`config.mk`:
```
export PLATFORM = sky130hd
export DESIGN_NAME = dio_channel
export DESIGN_NICKNAME = d
export VERILOG_FILES = /design/src/rtl/dio_pkg.sv /design/src/rtl/dio_sync.sv /design/src/rtl/dio_rate_timer.sv /design/src/rtl/dio_history.sv /design/src/rtl/dio_channel.sv
export SDC_FILE = /design/constraint.sdc
export NUM_CORES = 1
export LEC_CHECK = 0
export ABC_AREA = 0
export BUFFER_PORTS_ARGS = -buffer_cell sky130_fd_sc_hd__buf_2
export CORE_MARGIN = 3
export CORE_UTILIZATION = 25
export CTS_BUF_LIST = sky130_fd_sc_hd__clkbuf_4
export DETAILED_ROUTE_END_ITERATION = 7
export GPL_TIMING_DRIVEN = 0
export PLACE_DENSITY = 0.53
export REMOVE_ABC_BUFFERS = 1
export SLEW_MARGIN = 20
export SYNTH_ARGS = -nofsm -noshare
export SYNTH_HDL_FRONTEND = slang
export SYNTH_SLANG_ARGS = --single-unit
```
`constraint.sdc`:
```
create_clock -name clk -period 1.78 [get_ports clk]
set_input_delay 0.178 -clock clk [delete_from_list [all_inputs] [get_ports clk]]
set_output_delay 0.178 -clock clk [all_outputs]
set_load 0.005 [all_outputs]
```
`src/rtl/dio_pkg.sv`:
```
package dio_pkg;
  typedef enum logic [1:0] {
    UPD_EDGE = 2'b00,
    UPD_HOST = 2'b01,
    UPD_RATE = 2'b10,
    UPD_NONE = 2'b11
  } upd_mode_e;
endpackage

```
`src/rtl/dio_sync.sv`:
```
module dio_sync #(
  parameter int   STAGES  = 2,
  parameter logic RST_VAL = 1'b0
) (
  input  logic clk,
  input  logic rst_n,
  input  logic d,
  output logic q
);
  logic [STAGES-1:0] chain_q;
  logic [STAGES-1:0] chain_d;

  always_comb begin
    chain_d    = chain_q << 1;
    chain_d[0] = d;
  end

  always_ff @(posedge clk or negedge rst_n) begin
    if (!rst_n) chain_q <= {STAGES{RST_VAL}};
    else        chain_q <= chain_d;
  end

  assign q = chain_q[STAGES-1];
endmodule

```
`src/rtl/dio_rate_timer.sv`:
```
module dio_rate_timer #(
  parameter int CW = 16
) (
  input  logic          clk,
  input  logic          rst_n,
  input  logic          active,
  input  logic          period_wr,
  input  logic [CW-1:0] period_wdata,
  output logic          match
);
  logic [CW-1:0] period_q, period_d;
  logic [CW-1:0] cnt_q, cnt_d;
  logic          period_zero;

  assign period_zero = (period_q == '0);

  always_comb begin
    period_d = period_wr ? period_wdata : period_q;
    match    = active && !period_zero && !period_wr &&
               (cnt_q == period_q - {{(CW-1){1'b0}}, 1'b1});
    if (period_wr || !active || period_zero || match) cnt_d = '0;
    else                                              cnt_d = cnt_q + 1'b1;
  end

  always_ff @(posedge clk or negedge rst_n) begin
    if (!rst_n) begin
      period_q <= '0;
      cnt_q    <= '0;
    end else begin
      period_q <= period_d;
      cnt_q    <= cnt_d;
    end
  end

  AST_ZERO_PERIOD_QUIET: assert property (@(posedge clk) disable iff (!rst_n)
    period_zero |-> !match) else $error("zero period fired");
  AST_CNT_IN_RANGE: assert property (@(posedge clk) disable iff (!rst_n)
    !period_zero |-> (cnt_q < period_q)) else $error("count past period");
  AST_WRITE_RESTARTS: assert property (@(posedge clk) disable iff (!rst_n)
    period_wr |=> (cnt_q == '0)) else $error("write did not restart");
endmodule

```
`src/rtl/dio_history.sv`:
```
module dio_history #(
  parameter int HW = 16
) (
  input  logic          clk,
  input  logic          rst_n,
  input  logic          shift_en,
  input  logic          sample,
  output logic [HW-1:0] hist
);
  logic [HW-1:0] hist_q, hist_d;

  always_comb begin
    hist_d = hist_q;
    if (shift_en) hist_d = {sample, hist_q[HW-1:1]};
  end

  always_ff @(posedge clk or negedge rst_n) begin
    if (!rst_n) hist_q <= '0;
    else        hist_q <= hist_d;
  end

  assign hist = hist_q;
endmodule

```
`src/rtl/dio_channel.sv`:
```
module dio_channel
  import dio_pkg::*;
#(
  parameter int HIST_W      = 16,
  parameter int PERIOD_W    = 16,
  parameter int SYNC_STAGES = 2
) (
  input  logic                clk,
  input  logic                rst_n,
  input  logic                pin_in,
  output logic                pin_out,
  output logic                pin_oe,
  input  logic                mode_out,
  input  logic [1:0]          upd_mode,
  input  logic                host_req,
  input  logic                host_level,
  input  logic                period_wr,
  input  logic [PERIOD_W-1:0] period_wdata,
  output logic [HIST_W-1:0]   history
);
  localparam int MSB = HIST_W - 1;

  logic      rst_int_n;
  logic      pin_s;
  logic      pin_d_q;
  logic      pin_change;
  logic      rate_hit;
  logic      rate_active;
  logic      shift_en;
  logic      out_q, out_d;
  logic      oe_q, oe_d;
  upd_mode_e umode;

  dio_sync #(.STAGES(SYNC_STAGES), .RST_VAL(1'b0)) u_rst_sync (
    .clk(clk), .rst_n(rst_n), .d(1'b1), .q(rst_int_n));

  dio_sync #(.STAGES(SYNC_STAGES), .RST_VAL(1'b0)) u_pin_sync (
    .clk(clk), .rst_n(rst_int_n), .d(pin_in), .q(pin_s));

  always_ff @(posedge clk or negedge rst_int_n) begin
    if (!rst_int_n) pin_d_q <= 1'b0;
    else            pin_d_q <= pin_s;
  end

  assign pin_change  = pin_s ^ pin_d_q;
  assign umode       = upd_mode_e'(upd_mode);
  assign rate_active = !mode_out && (umode == UPD_RATE);

  dio_rate_timer #(.CW(PERIOD_W)) u_rate (
    .clk(clk), .rst_n(rst_int_n), .active(rate_active),
    .period_wr(period_wr), .period_wdata(period_wdata), .match(rate_hit));

  always_comb begin
    shift_en = 1'b0;
    if (!mode_out) begin
      case (umode)
        UPD_EDGE: shift_en = pin_change;
        UPD_HOST: shift_en = host_req;
        UPD_RATE: shift_en = rate_hit;
        default:  shift_en = 1'b0;
      endcase
    end
  end

  dio_history #(.HW(HIST_W)) u_hist (
    .clk(clk), .rst_n(rst_int_n), .shift_en(shift_en),
    .sample(pin_s), .hist(history));

  always_comb begin
    oe_d  = mode_out;
    out_d = out_q;
    if (mode_out && host_req) out_d = host_level;
  end

  always_ff @(posedge clk or negedge rst_int_n) begin
    if (!rst_int_n) begin
      out_q <= 1'b0;
      oe_q  <= 1'b0;
    end else begin
      out_q <= out_d;
      oe_q  <= oe_d;
    end
  end

  assign pin_out = out_q;
  assign pin_oe  = oe_q;

  AST_SHIFT_ORDER: assert property (@(posedge clk) disable iff (!rst_int_n)
    shift_en |=> (history[MSB-1:0] == $past(history[MSB:1]))) else $error("shift order");
  AST_HOST_SAMPLE: assert property (@(posedge clk) disable iff (!rst_int_n)
    (!mode_out && umode == UPD_HOST && host_req) |=> (history[MSB] == $past(pin_s)))
    else $error("host sample");
  AST_NONE_QUIET: assert property (@(posedge clk) disable iff (!rst_int_n)
    (umode == UPD_NONE) |=> $stable(history)) else $error("none mode moved");
  AST_OUT_HOLD: assert property (@(posedge clk) disable iff (!rst_int_n)
    !(mode_out && host_req) |=> $stable(pin_out)) else $error("pin moved");
  AST_OUT_FREEZE: assert property (@(posedge clk) disable iff (!rst_int_n)
    mode_out |=> $stable(history)) else $error("history moved in output");
endmodule

```
==> metrics.txt <==
fin crit share 162%; Fin. Hold Viols 0; leakage power roughly 1.6 nW; CTS tree done; library cells used by synthesis 42; Die Y 111 microns; worst endpoint required time 2090 ps; core area 10500 sq um; Slew HR roughly 54%; sequential share of power 54.4%; number of fill cells in the layout slightly above 1000; CTS clk-pin slew, worst paths 170 ps; worst min path class in -> async; Clock Skews 11.6 ps; Main synth FF type dfrtp_1; commonest non-fill, non-tap cell in the layout dfrtp_1; critical path capture point type register; Mean Syn Cell Area between 10 and 15 sq um; worst path arrival time 3190 ps; Max rail drop VDD 0.000353 V; achievable frequency 347 MHz; post-detail-place hpwl 4.13 mm; WL final 6.24 mm; Slew @ Worst Pin 691 ps; register area 1390 sq um; Initial Utilization roughly a quarter; buffers added on ports 42; gpl congestion 0.764; switching part of the total 30.0%; Max Transition Viols Final 0; Cell Area, Synth approximately 2800 sq um; combinational power share 25.2%; setup repair after global routing missed its margin yes; final total power 2.96 mW; Clk Tree Root Cell clkbuf_4; Crit path top cell by count buf_6; clock latency on the worst-skew pair 390 ps; delay of the slowest critical-path stage 460 ps; clock sink total 55; critical path cell sequence buf_6 > nor3_4 > nand2b_1 > buf_6 > or4_4 > a31oi_4 > a41oi_2 > nor4_4 > o221ai_4 > clkbuf_16 > mux2_4; Clock Path Buffers 2; Int Power 2.07 mW; pin count of the biggest net entering global routing 54; area of the multi-input gates 1430 sq um; EDFF count, synth 0; Setup WS pre-CTS -1710 ps; grt total ovfl 0; first-pass GRT wire length approximately 10 mm; power density cells 798 nW/um^2; Inserted Clock Buffers 5; ys async rst share 100%; Mapped Cells approximately 240; vias per cell 4.55; Clock power frac 20.4%; Synth Warn # 0; outcome finished with violations; Reg2Reg Depth 11; most frequent cells in the layout 50 x dfrtp_1, 42 x buf_2, 20 x mux2_2, 20 x dlygate4sd3_1; die area ~12000 sq um; DR vias 2088; Area Overhead vs Synth 34.3%; row count 37; IO Pins 43; chip width 111 microns; setup violators final 32; Period minus WS final 2880 ps; DRC 0; post-route ant nets 0; Final WS setup -1100 ps; DR iter-0 viols 123; share of cells above drive strength 1 40.7%; Seq/Total Area, Yosys around half; type of the worst setup path reg -> reg; H-tree lvl count 2; Max Cap Viol 0; flops & latches, synth 55; crit path max fanout 8; failing checks negative setup slack; number of global-route vias before repair about 2200; Nets between 300 and 400; WL/cell 13.6 microns; initial antenna violation count 0; Detailed Routing Iterations Pass 1 4; Net Sw Power 887 uW; CP Launch Type register; GRT Total Usage 10.2%; CP max stage cell dfrtp_2
-- Yosys cell counts, types with 3 or more instances --
cell	n	area, sq um
mux2_4	10	150
a31oi_1	4	25.0
a21oi_1	5	25.0
inv_1	5	18.8
nor3_1	5	25.0
nor4_1	3	18.8
o21ai_0	7	35.0
mux2_2	20	225
xnor2_1	14	123
and3_1	4	25.0
dfrtp_1	55	1380
xor2_1	19	166
nand2_1	11	41.3
or4_1	3	22.5
nand3_1	7	35.0
clkbuf_1	8	30.0
ha_1	3	37.5
nand4_1	8	50.1
nor2_1	19	71.3
-- worst max-delay path, delay by kind of cell (launching register included) --
| family | cells | cell delay [ps] |
|---|---|---|
| and+or+nand+nor | 4 | 1130 |
| buffers and inverters | 3 | 470 |
| AOI/OAI and AO/OA | 3 | 440 |
| DFF | 1 | 460 |
| muxes | 1 | 290 |
-- worst paths after layout --
| path | from | slack (ps) | endpoint |
|---|---|---|---|
| max reg2reg | u_rate.period_q[0] | -1100 | u_hist.hist[15] |
| max | u_rate.period_q[0] | -1100 | u_hist.hist[15] |
| max in group asynchronous | u_rst_sync.chain_q[1] | 880 | u_rate.period_q[2] |
| min in group clk | mode_out | 150 | pin_out |
| min | rst_n | 80 | u_rst_sync.chain_q[1] |
| min reg2reg | u_rst_sync.chain_q[1] | 380 | u_hist.hist[1] |
-- power groups by stage --
| stage | Clock [mW] | Combinational, mW | Sequential, mW |
|---|---|---|---|
| 2_1_floorplan | 0 | 0.348 | 1.61 |
| 3_3_place_gp | 0 | 0.577 | 1.63 |
| 3_5_place_dp | 0 | 0.589 | 1.63 |
| 4_1_cts | 0.631 | 0.718 | 1.61 |
| 5_1_grt | 0.690 | 0.810 | 1.65 |
| 6_report | 0.603 | 0.745 | 1.61 |
-- through the flow --
stage | std cells | utilization (%) | hold WS, ps | TNS, ps | area [sq um]
after global routing | 458 | 35.2 | 56.6 | -36190 | 3700
after detailed placement | 406 | 29.3 | -35.4 | -44780 | 3080
after floorplan | 228 | - | -118 | -28940 | 2700
after global placement | 406 | 29.3 | -37.5 | -69650 | 3080
after CTS | 450 | 34.2 | 11.2 | -30360 | 3590
final | 459 | 35.2 | 79.7 | -31620 | 3700
-- sequential cells by signal (all words and copies together), names as in the netlist --
register,count
u_hist.hist,16
u_rate.cnt_q,16
u_rate.period_q,16
u_pin_sync.chain_q,2
u_rst_sync.chain_q,2
pin_d_q,1
pin_oe,1
pin_out,1
-- kinds of logic (layout without fill, tap and decap cells) --
family | count (synthesis) | in the layout | share of synthesized area, %
AND/OR/NAND/NOR | 74 | 74 | 15.0
AO/OA/AOI/OAI | 27 | 27 | 6.71
multiplexers | 30 | 30 | 13.6
XOR/XNOR | 33 | 33 | 10.5
adder cells (fa/ha/maj) | 3 | 3 | 1.36
flip-flops | 55 | 55 | 49.9
buffers and inverters | 16 | 99 | 2.77
other | 1 | 2 | 0.136
-- metal layers --
layer | wire, microns | global-route usage [%]
met1 | 2720 | 12.3
met2 | 3260 | 18.6
met3 | 143 | 1.47
met4 | 108 | 3.41
met5 | 0 | 0
-- repair_timing --
action / 4_1_cts / 5_1_grt
setup buffers: 16 / 7
hold endpoints to repair: 20 / 1
gates cloned: 1 / 0
pin swaps: 12 / 7
resized for setup: 19 / 12
hold buffers: 19 / 1
setup endpoints to repair: 32 / 32
-- area by class of cell --
type | instances | share of cell area [%]
Inverter | 5 | 0.575
Sequential cell | 55 | 37.4
Antenna cell | 1 | 0.0676
Clock inverter | 3 | 0.743
Clock buffer | 5 | 1.01
Tap cell | 136 | 4.60
Timing Repair Buffer | 86 | 17.1
Multi-Input combinational cell | 168 | 38.5
Power figures use the tool's default switching activity.
